## config.mk

```make
export PLATFORM = sky130hd
export DESIGN_NAME = cfg_header_parser
export DESIGN_NICKNAME = d
export VERILOG_FILES = /design/src/rtl/cfg_header_pkg.sv /design/src/rtl/cfg_header_dpath.sv /design/src/rtl/cfg_header_ctrl.sv /design/src/rtl/cfg_header_parser.sv
export SDC_FILE = /design/constraint.sdc
export NUM_CORES = 2
export LEC_CHECK = 0
export ABC_AREA = 1
export ABC_CLOCK_PERIOD_IN_PS = 2300
export CAP_MARGIN = 40
export CORE_MARGIN = 5
export CORE_UTILIZATION = 60
export DETAILED_ROUTE_END_ITERATION = 7
export DONT_BUFFER_PORTS = 1
export PLACE_DENSITY_LB_ADDON = 0.12
export SLEW_MARGIN = 20
export SYNTH_ARGS = -nofsm -noshare
export SYNTH_HDL_FRONTEND = slang
export SYNTH_SLANG_ARGS = --single-unit
```

## constraint.sdc

```tcl
create_clock -name clk -period 2.3 [get_ports clk]
set_input_delay 0.46 -clock clk [delete_from_list [all_inputs] [get_ports clk]]
set_output_delay 0.46 -clock clk [all_outputs]
set_load 0.01 [all_outputs]
```

## src/rtl/cfg_header_pkg.sv

```systemverilog
package cfg_header_pkg;

  localparam int NUM_FIELDS = 4;
  localparam logic [7:0] KEY_BASE = 8'h61;
  localparam logic [63:0] SYNC_PATTERN = 64'hFFFF_FFFF_AA99_5566;

  typedef enum logic [3:0] {
    S_PRE_LEN,
    S_PRE_SKIP,
    S_A_LEN,
    S_KEY,
    S_STR_LEN,
    S_STR_BODY,
    S_PAY_LEN,
    S_PAYLOAD,
    S_DONE,
    S_ERR
  } parseState_t;

  typedef struct packed {
    logic lenFirst;   // start a new length accumulation
    logic lenShift;   // append a length byte
    logic loadCnt;    // load byte counter from assembled length
    logic decCnt;     // one counted byte consumed
    logic strWrite;   // store a text byte
    logic nextField;  // advance to next header field
    logic setTrunc;   // record truncation for current field
    logic latchPay;   // latch payload count
    logic payByte;    // one payload byte forwarded
  } cfgStrobe_t;

endpackage

```

## src/rtl/cfg_header_dpath.sv

```systemverilog
module cfg_header_dpath
  import cfg_header_pkg::*;
#(
  parameter int STR_BYTES = 16
) (
  input  logic                                 clk,
  input  logic                                 rstN,
  input  logic [7:0]                           inData,
  input  cfgStrobe_t                           strobe,
  output logic [31:0]                          lenNext,
  output logic                                 cntIsOne,
  output logic [2:0]                           fieldIdx,
  output logic [NUM_FIELDS*STR_BYTES*8-1:0]    strBufs,
  output logic [NUM_FIELDS-1:0]                truncFlags,
  output logic [31:0]                          payloadLen,
  output logic                                 syncOk
);

  localparam int POS_W = $clog2(STR_BYTES + 1);
  localparam int IDX_W = (STR_BYTES > 1) ? $clog2(STR_BYTES) : 1;

  logic [23:0]      lenReg;
  logic [31:0]      cnt;
  logic [POS_W-1:0] posCnt;
  logic [3:0]       payCnt;
  logic [55:0]      syncShift;
  logic             posInRange;

  assign lenNext    = {lenReg, inData};
  assign cntIsOne   = (cnt == 32'd1);
  assign posInRange = (posCnt < POS_W'(STR_BYTES));

  // Length accumulation, big-endian
  always_ff @(posedge clk) begin
    if (!rstN) begin
      lenReg <= '0;
    end else if (strobe.lenFirst) begin
      lenReg <= {16'h0, inData};
    end else if (strobe.lenShift) begin
      lenReg <= lenNext[23:0];
    end
  end

  // Remaining-byte counter and text write position
  always_ff @(posedge clk) begin
    if (!rstN) begin
      cnt    <= '0;
      posCnt <= '0;
    end else begin
      if (strobe.loadCnt) begin
        cnt    <= lenNext;
        posCnt <= '0;
      end else begin
        if (strobe.decCnt) cnt <= cnt - 32'd1;
        if (strobe.strWrite && posInRange) posCnt <= posCnt + POS_W'(1);
      end
    end
  end

  // Field sequencing
  always_ff @(posedge clk) begin
    if (!rstN) begin
      fieldIdx <= '0;
    end else if (strobe.nextField) begin
      fieldIdx <= fieldIdx + 3'd1;
    end
  end

  // Per-field truncation flags
  always_ff @(posedge clk) begin
    if (!rstN) begin
      truncFlags <= '0;
    end else if (strobe.setTrunc && (fieldIdx < 3'(NUM_FIELDS))) begin
      truncFlags[fieldIdx[1:0]] <= (lenNext > 32'(STR_BYTES));
    end
  end

  // Text buffers, one per field
  for (genvar f = 0; f < NUM_FIELDS; f++) begin : g_field
    logic [STR_BYTES-1:0][7:0] bufMem;

    always_ff @(posedge clk) begin
      if (!rstN) begin
        bufMem <= '0;
      end else if (strobe.strWrite && posInRange && (fieldIdx == 3'(f))) begin
        bufMem[posCnt[IDX_W-1:0]] <= inData;
      end
    end

    assign strBufs[f*STR_BYTES*8 +: STR_BYTES*8] = bufMem;
  end

  // Payload count latch
  always_ff @(posedge clk) begin
    if (!rstN) begin
      payloadLen <= '0;
    end else if (strobe.latchPay) begin
      payloadLen <= lenNext;
    end
  end

  // Sync pattern check over the first eight payload bytes
  always_ff @(posedge clk) begin
    if (!rstN) begin
      payCnt    <= '0;
      syncShift <= '0;
      syncOk    <= 1'b0;
    end else if (strobe.payByte && (payCnt < 4'd8)) begin
      payCnt    <= payCnt + 4'd1;
      syncShift <= {syncShift[47:0], inData};
      if ((payCnt == 4'd7) && ({syncShift, inData} == SYNC_PATTERN)) begin
        syncOk <= 1'b1;
      end
    end
  end

endmodule

```

## src/rtl/cfg_header_ctrl.sv

```systemverilog
module cfg_header_ctrl
  import cfg_header_pkg::*;
#(
  parameter int PRE_LEN = 9
) (
  input  logic        clk,
  input  logic        rstN,
  input  logic [7:0]  inData,
  input  logic        inValid,
  output logic        inReady,
  output logic        outValid,
  input  logic        outReady,
  input  logic [31:0] lenNext,
  input  logic        cntIsOne,
  input  logic [2:0]  fieldIdx,
  output cfgStrobe_t  strobe,
  output logic        done,
  output logic        error
);

  localparam logic [31:0] PRE_LEN_V = 32'(PRE_LEN);
  localparam logic [31:0] KEY_A_LEN = 32'd1;

  parseState_t state, nxtState;
  logic [1:0]  lenIdx, nxtLenIdx;
  logic        acc, lenLast, isLenState, lenDone;
  logic [7:0]  expKey;

  assign expKey = KEY_BASE + {5'b0, fieldIdx};

  always_comb begin
    strobe    = '0;
    nxtState  = state;
    nxtLenIdx = lenIdx;

    if (state == S_PAYLOAD) inReady = outReady;
    else                    inReady = !((state == S_DONE) || (state == S_ERR));
    outValid = (state == S_PAYLOAD) && inValid;
    acc      = inValid && inReady;

    isLenState = (state == S_PRE_LEN) || (state == S_A_LEN) ||
                 (state == S_STR_LEN) || (state == S_PAY_LEN);
    lenLast    = (state == S_PAY_LEN) ? (lenIdx == 2'd3) : (lenIdx == 2'd1);
    lenDone    = acc && isLenState && lenLast;

    if (acc && isLenState && !lenLast) begin
      strobe.lenFirst = (lenIdx == 2'd0);
      strobe.lenShift = (lenIdx != 2'd0);
      nxtLenIdx       = lenIdx + 2'd1;
    end
    if (lenDone) nxtLenIdx = 2'd0;

    case (state)
      S_PRE_LEN: begin
        if (lenDone) begin
          if (lenNext == PRE_LEN_V) begin
            strobe.loadCnt = 1'b1;
            nxtState = (lenNext == 32'd0) ? S_A_LEN : S_PRE_SKIP;
          end else begin
            nxtState = S_ERR;
          end
        end
      end
      S_PRE_SKIP: begin
        if (acc) begin
          strobe.decCnt = 1'b1;
          if (cntIsOne) nxtState = S_A_LEN;
        end
      end
      S_A_LEN: begin
        if (lenDone) nxtState = (lenNext == KEY_A_LEN) ? S_KEY : S_ERR;
      end
      S_KEY: begin
        if (acc) begin
          if (inData != expKey) nxtState = S_ERR;
          else if (fieldIdx == 3'(NUM_FIELDS)) nxtState = S_PAY_LEN;
          else nxtState = S_STR_LEN;
        end
      end
      S_STR_LEN: begin
        if (lenDone) begin
          strobe.loadCnt  = 1'b1;
          strobe.setTrunc = 1'b1;
          if (lenNext == 32'd0) begin
            strobe.nextField = 1'b1;
            nxtState = S_KEY;
          end else begin
            nxtState = S_STR_BODY;
          end
        end
      end
      S_STR_BODY: begin
        if (acc) begin
          strobe.strWrite = 1'b1;
          strobe.decCnt   = 1'b1;
          if (cntIsOne) begin
            strobe.nextField = 1'b1;
            nxtState = S_KEY;
          end
        end
      end
      S_PAY_LEN: begin
        if (lenDone) begin
          strobe.loadCnt  = 1'b1;
          strobe.latchPay = 1'b1;
          nxtState = (lenNext == 32'd0) ? S_DONE : S_PAYLOAD;
        end
      end
      S_PAYLOAD: begin
        if (acc) begin
          strobe.payByte = 1'b1;
          strobe.decCnt  = 1'b1;
          if (cntIsOne) nxtState = S_DONE;
        end
      end
      default: nxtState = state;
    endcase
  end

  always_ff @(posedge clk) begin
    if (!rstN) begin
      state  <= S_PRE_LEN;
      lenIdx <= 2'd0;
    end else begin
      state  <= nxtState;
      lenIdx <= nxtLenIdx;
    end
  end

  assign done  = (state == S_DONE);
  assign error = (state == S_ERR);

endmodule

```

## src/rtl/cfg_header_parser.sv

```systemverilog
module cfg_header_parser
  import cfg_header_pkg::*;
#(
  parameter int STR_BYTES = 16,
  parameter int PRE_LEN   = 9
) (
  input  logic                   clk,
  input  logic                   rstN,
  input  logic [7:0]             inData,
  input  logic                   inValid,
  output logic                   inReady,
  output logic [7:0]             outData,
  output logic                   outValid,
  input  logic                   outReady,
  output logic [STR_BYTES*8-1:0] designName,
  output logic [STR_BYTES*8-1:0] partName,
  output logic [STR_BYTES*8-1:0] dateText,
  output logic [STR_BYTES*8-1:0] timeText,
  output logic [3:0]             truncFlags,
  output logic [31:0]            payloadLen,
  output logic                   syncOk,
  output logic                   done,
  output logic                   error
);

  localparam int FW = STR_BYTES * 8;

  cfgStrobe_t                       strobe;
  logic [31:0]                      lenNext;
  logic                             cntIsOne;
  logic [2:0]                       fieldIdx;
  logic [NUM_FIELDS*FW-1:0]         strBufs;

  cfg_header_ctrl #(.PRE_LEN(PRE_LEN)) u_ctrl (
    .clk      (clk),
    .rstN     (rstN),
    .inData   (inData),
    .inValid  (inValid),
    .inReady  (inReady),
    .outValid (outValid),
    .outReady (outReady),
    .lenNext  (lenNext),
    .cntIsOne (cntIsOne),
    .fieldIdx (fieldIdx),
    .strobe   (strobe),
    .done     (done),
    .error    (error)
  );

  cfg_header_dpath #(.STR_BYTES(STR_BYTES)) u_dpath (
    .clk        (clk),
    .rstN       (rstN),
    .inData     (inData),
    .strobe     (strobe),
    .lenNext    (lenNext),
    .cntIsOne   (cntIsOne),
    .fieldIdx   (fieldIdx),
    .strBufs    (strBufs),
    .truncFlags (truncFlags),
    .payloadLen (payloadLen),
    .syncOk     (syncOk)
  );

  assign outData    = inData;
  assign designName = strBufs[0*FW +: FW];
  assign partName   = strBufs[1*FW +: FW];
  assign dateText   = strBufs[2*FW +: FW];
  assign timeText   = strBufs[3*FW +: FW];

endmodule

```

* After elaboration in Yosys (flattened, before gate mapping)
Index checks and enable logic that the tools add are counted.
W data, S select, Z words.
** Word-level totals
- Word-level logic and storage cells :: 209
- Bits in registers :: 679
- Output and inout bits :: 561
- Input port bits :: 12
** Cells by class
- Reductions and logical operators :: 36
- Bitwise gates (word level) :: 1
- Order comparisons :: 8
- Add/subtract/negate cells :: 6
- Equal/unequal tests :: 32
- Muxes and demuxes :: 50
** Operators by type and width (count)
- $bwmux W128 :: 4
- $eq A32 B1 Y1 const B :: 2
- $eq A64 B64 Y1 const B :: 1
- $mux W32 :: 2
- $mux W4 :: 15
- $demux W8 S4 :: 1
- $eq A32 B4 Y1 const B :: 1
- $gt A32 B5 Y1 const B :: 1
- $logic_not A32 Y1 :: 1
- $pmux W4 S8 :: 1
- $sub A32 B1 Y32 const B :: 1
- $mux W8 :: 3
- $eq A4 B3 Y1 const B :: 5
- $ne A2 B1 Y1 const B :: 8
- $logic_and A1 B1 Y1 :: 15
- $mux W1 :: 13
- $reduce_and A12 Y1 :: 1
- $reduce_or A2 Y1 :: 5
- $add A7 B3 Y8 const A :: 1
- $eq A4 B2 Y1 const B :: 2
- $eq A4 B4 Y1 const B :: 2
- $mux W2 :: 4
- $ne A8 B8 Y1 :: 1
- $reduce_bool A8 Y1 :: 1
- 30 further kinds :: 42

* Logic depth before layout (Yosys ltp)
- Depth after elaboration :: 10
- Mapped depth :: 14
- Gate-level depth less buffers :: 13

* Hierarchy
A second synthesis with hierarchy kept.
** Second synthesis, totals
- Cell total of the unflattened synthesis :: 3320
- Area total of the unflattened synthesis :: 25968.7 µm²
** By module, submodules not included
- cfg_header_dpath :: instances 1, area each 25000.2 µm², seq. area each 13472.9 µm², cells an instance 3130
- cfg_header_ctrl :: instances 1, area each 908.4 µm², seq. area each 120.1 µm², cells an instance 182
- cfg_header_parser :: instances 1, area each 60.1 µm², seq. area each 0.0 µm², cells an instance 8

* Worst setup path after synthesis
Ideal clock, no wire load.
- Kind :: register to register
- Start point :: register u_ctrl.state[2]
- End point :: register u_dpath.syncShift[48]
- Clock period less this slack :: 1.883 ns
- Arrival :: 1.767 ns
- Cell stages (with the launch flop) :: 11
- Library setup time :: 0.116 ns
- Required time :: 2.184 ns
- Buffers on the path :: 1
- Path slack :: 0.417 ns
- Cells stage by stage :: dfxtp_1 -> inv_2 -> nor2_4 -> inv_2 -> nor3_1 -> nand2_1 -> nor2_2 -> inv_2 -> clkbuf_1 -> nor2_1 -> nor2_1
** Between the ends
- Word-level cells in the longest chain between the ends :: 8
** RTL lines
- start: declaration :: RTL line cfg_header_ctrl.sv:24 : parseState_t state, nxtState;
- start signal: assignment :: RTL line cfg_header_ctrl.sv:125 : state <= nxtState;
- $eq A4 B4 Y1 :: RTL line cfg_header_ctrl.sv:37 : else inReady = !((state == S_DONE) || (state == S_ERR));
- $logic_or A1 B1 Y1 :: RTL line cfg_header_ctrl.sv:37
- $logic_not A1 Y1 :: RTL line cfg_header_ctrl.sv:37
- $mux W1 :: RTL line cfg_header_ctrl.sv:36 : if (state == S_PAYLOAD) inReady = outReady;
- $logic_and A1 B1 Y1 :: RTL line cfg_header_ctrl.sv:39 : acc = inValid && inReady;
- $mux W1 :: RTL line cfg_header_ctrl.sv:110 : if (acc) begin
- $mux W1 * :: RTL line cfg_header_ctrl.sv:53 : case (state)
- $logic_and A1 B1 Y1 * :: RTL line cfg_header_dpath.sv:108 : end else if (strobe.payByte && (payCnt < 4'd8)) begin
- end signal: assignment :: RTL line cfg_header_dpath.sv:110 : syncShift <= {syncShift[47:0], inData};
- end: declaration :: RTL line cfg_header_dpath.sv:26 : logic [55:0] syncShift;
Mark *: on every way between the ends. The rest lies on a longest branch, timed or not.
A chain may end at the register's enable or synchronous reset.

* Worst setup path in the final report
- Start point :: register u_ctrl.state[2]
- End point :: register u_dpath.g_field[1].bufMem, in the netlist u_dpath.strBufs[183]
** Between the ends
- Word-level cells in the longest chain between the ends :: 9
** RTL lines
- $eq A4 B4 Y1 :: RTL line cfg_header_ctrl.sv:37
- $logic_or A1 B1 Y1 :: RTL line cfg_header_ctrl.sv:37
- $logic_not A1 Y1 :: RTL line cfg_header_ctrl.sv:37
- $mux W1 :: RTL line cfg_header_ctrl.sv:36
- $logic_and A1 B1 Y1 :: RTL line cfg_header_ctrl.sv:39
- $mux W3 :: RTL line cfg_header_ctrl.sv:93 : if (acc) begin
- $mux W1 * :: RTL line cfg_header_ctrl.sv:53
- $logic_and A1 B1 Y1 * (2 in a row) :: RTL line cfg_header_dpath.sv:85 : end else if (strobe.strWrite && posInRange && (fieldIdx == 3'(f))) begin
- end signal: indexed assignment :: RTL line cfg_header_dpath.sv:86 : bufMem[posCnt[IDX_W-1:0]] <= inData;
- end: declaration :: RTL line cfg_header_dpath.sv:80 : logic [STR_BYTES-1:0][7:0] bufMem;
Marked as above.

==> impl_metrics.json <==
{
  "status": "complete, no violations",
  "postSynthCellCount": 3656,
  "synthTopCellsByArea": "dfxtp_1 (50%), nand2_1 (13%), a21oi_1 (11%), nand3_1 (9.0%), nor2_1 (4.8%)",
  "hold_viol_final": 0,
  "start_util_pct": 60.7,
  "syn_nets": 3681,
  "fin_area_um2": 30100,
  "start_kind": "flop",
  "dp_hpwl_mm": 60.9,
  "ant_nets": 0,
  "drcViolationCount": 0,
  "synth_warnings": 0,
  "cts_tree": "built",
  "peakVddDrop_mv": 0.656,
  "grt_max_degree": 112,
  "clk_pin_slew_ps": 60,
  "overflow": 0,
  "endpoint_kind": "flop",
  "vias": 25510,
  "ios": 573,
  "rows": 77,
  "drtPass1Iterations": 6,
  "setup_violations": 0,
  "final.min_clock_period_ps": 2170,
  "hold_path_class": "input port to flop",
  "place_area_um2": 27600,
  "synthArstFlopShare_pct": 0,
  "avgSynthCellArea_um2": 7.36,
  "track_usage_pct": 35.7,
  "synth.ff_latch_count": 679,
  "fill_cells": 3737,
  "cts_buffers": 69,
  "viasPerCell": 6.08,
  "antenna_cells": 0,
  "cts_root_buf": "clkbuf_16",
  "cp.required_ps": 2770,
  "critical_path_arrival_ps": 2640,
  "fin_nets": 3576,
  "core_area_um2": 44300,
  "rsz0062_at_grt": "true",
  "grt_pass1_vias": 23360,
  "max_freq_ghz": 0.460,
  "ys_seq_area_share_pct": 50.5,
  "worst_pin_slew_ps": 867,
  "grt_pass1_wl_mm": 142,
  "synth.distinct_cells": 30,
  "power.leakage_nw": 10.7,
  "drt_iter0_drc": 2756,
  "yosys.area.top_type_share_pct": 50.5,
  "yosysMostFrequentCell": "nand2_1",
  "cap_violations": 0,
  "hold_depth": 2,
  "post_drt_wl_per_cell_um": 22.4,
  "place.port_buffers": 0,
  "slew_violations": 0,
  "critical_path_class": "flop to flop",
  "synth_ff_type": "dfxtp_1",
  "r2r.worst_path.cells": 13,
  "place.gp.congestion": 0.926,
  "syn_to_final_growth_pct": 11.9,
  "synth.cell_area_um2": 26900,
  "die-area_um2": 49200,
  "post-synth-top-area-cell": "dfxtp_1",
  "clk_latency_ps": 600,
  "drt-total-wl_mm": 93.9,
  "cp_max_fo": 12,
  "synth_commonest_cells": "nand2_1 (898), dfxtp_1 (679), a21oi_1 (600)",
  "clock-sinks": 679,
  "die_y_um": 222,
  "holdWs_ps": 37.7,
  "antenna_found_initial": 0,
  "fp.dieW_um": 222,
  "cts_buffer_depth": 3,
  "synth_edf_count": 0,
  "drive_above_1_share_pct": 7.94,
  "post-route-period-util_pct": 94.4,
  "maxSlewHeadroom_pct": 42.1,
  "finalClockSkew_ps": 25.3,
  "htree_levels": 3,
  "power_density_nw_per_um2": 948
}
[path summary, 6_finish.rpt]
check / from / end / slack, ps
max: u_ctrl.state[2] / u_dpath.strBufs[183] / 130
min: inData[2] / u_dpath.strBufs[122] / 40
max reg2reg: u_ctrl.state[2] / u_dpath.strBufs[183] / 130
min reg2reg: u_dpath.syncShift[38] / u_dpath.syncShift[46] / 470
[cells by family (layout without fill, tap and decap cells)]
kind of cell | after synthesis | in the layout | share of synthesized area [%]
DFF | 679 | 679 | 50.5
buffers and inverters | 432 | 379 | 6.45
xor gates and xnor gates | 18 | 18 | 0.586
AOI/OAI and AO/OA | 715 | 715 | 13.4
and+or+nand+nor | 1799 | 1799 | 28.5
adders and majority gates | 13 | 13 | 0.604
[power by group]
group	internal [W]	switching (W)	leakage, nW	total, W
Sequential	0.0121	0.000460	5.47	0.0125
Clock	0.00677	0.00469	1.14	0.0115
Combinational	0.00150	0.00304	4.12	0.00454
[cell type report]
type / count / area, µm² / area share (%)
Multi-Input combinational cell: 2545 / 11700 / 38.9
Clock inverter: 21 / 258 / 0.856
Clock buffer: 102 / 2050 / 6.82
Tap cell: 592 / 741 / 2.46
Sequential cell: 679 / 13600 / 45.1
Inverter: 155 / 596 / 1.98
Timing Repair Buffer: 101 / 1150 / 3.83
[registers in the layout (all words and copies together), names as in the netlist, 2 cells and up]
name and cells:
u_dpath.strBufs 512, u_dpath.syncShift 56, u_dpath.cnt 32, u_dpath.payloadLen 32, u_dpath.lenReg 24, u_dpath.posCnt 5, u_ctrl.state 4, u_dpath.payCnt 4
u_dpath.truncFlags 4, u_dpath.fieldIdx 3, u_ctrl.lenIdx 2
[cells in the final DEF, fill, tap and decap left out, types with 2 or more instances in the layout]
cell | synthesis | layout
nand2_1 | 898 | 884
dfxtp_1 | 679 | 679
a21oi_1 | 600 | 600
nand3_1 | 482 | 482
nor2_1 | 343 | 327
inv_1 | 146 | 143
o21ai_0 | 106 | 106
clkbuf_16 | 0 | 74
buf_4 | 13 | 68
buf_12 | 0 | 28
nand4_1 | 23 | 23
nor2_4 | 15 | 21
xor2_1 | 17 | 17
clkbuf_1 | 204 | 16
nand2_2 | 1 | 15
nor2_2 | 4 | 14
clkbuf_8 | 0 | 14
nor3_1 | 14 | 13
ha_1 | 13 | 13
nand2_4 | 11 | 11
clkinv_2 | 0 | 10
inv_2 | 7 | 8
a211oi_1 | 8 | 8
bufinv_16 | 0 | 5
or2_2 | 3 | 3
clkinvlp_4 | 0 | 3
inv_6 | 0 | 3
nor4_1 | 2 | 2
buf_6 | 2 | 2
[through the flow]
stage / utilization, % / power [W] / setup TNS [ps] / setup slack (ps) / std cells
2_1_floorplan: - / 0.0161 / 0 / 417 / 3656
3_3_place_gp: 62.2 / 0.0172 / 0 / 127 / 4057
3_5_place_dp: 62.2 / 0.0172 / 0 / 56.3 / 4057
4_1_cts: 67.4 / 0.0286 / 0 / 53.1 / 4181
5_1_grt: 67.9 / 0.0298 / -508 / -46.6 / 4195
6_report: 67.9 / 0.0285 / 0 / 128 / 4195
[timing repair]
action	CTS	global route
setup endpoints to repair	1	260
hold buffers	1	0
pin swaps	0	6
resized for setup	1	22
gates cloned	0	2
endpoints found under the hold margin	1	0
setup buffers	0	12
[critical path, cell delays in order (launching register included)]
cell and delay, ps:
dfxtp_1 370, inv_2 70, nor2_4 140, inv_2 90
nor2_4 100, inv_2 50, nor2_2 120, nand2_4 140
nor3_4 220, buf_4 160, buf_12 150, nand2_1 220
nand2_1 140, a21oi_1 70
[per-layer routing]
| metal | global-route usage [%] | wire length, µm | up-vias |
|---|---|---|---|
| met4 | 16.3 | 5240 | 0 |
| met5 | 0 | 0 | - |
| met2 | 58.8 | 44100 | 1397 |
| li1 | - | - | 11754 |
| met3 | 11.7 | 10100 | 290 |
| met1 | 42.7 | 34400 | 12069 |
No activity file was read; power rests on OpenSTA's default activity.
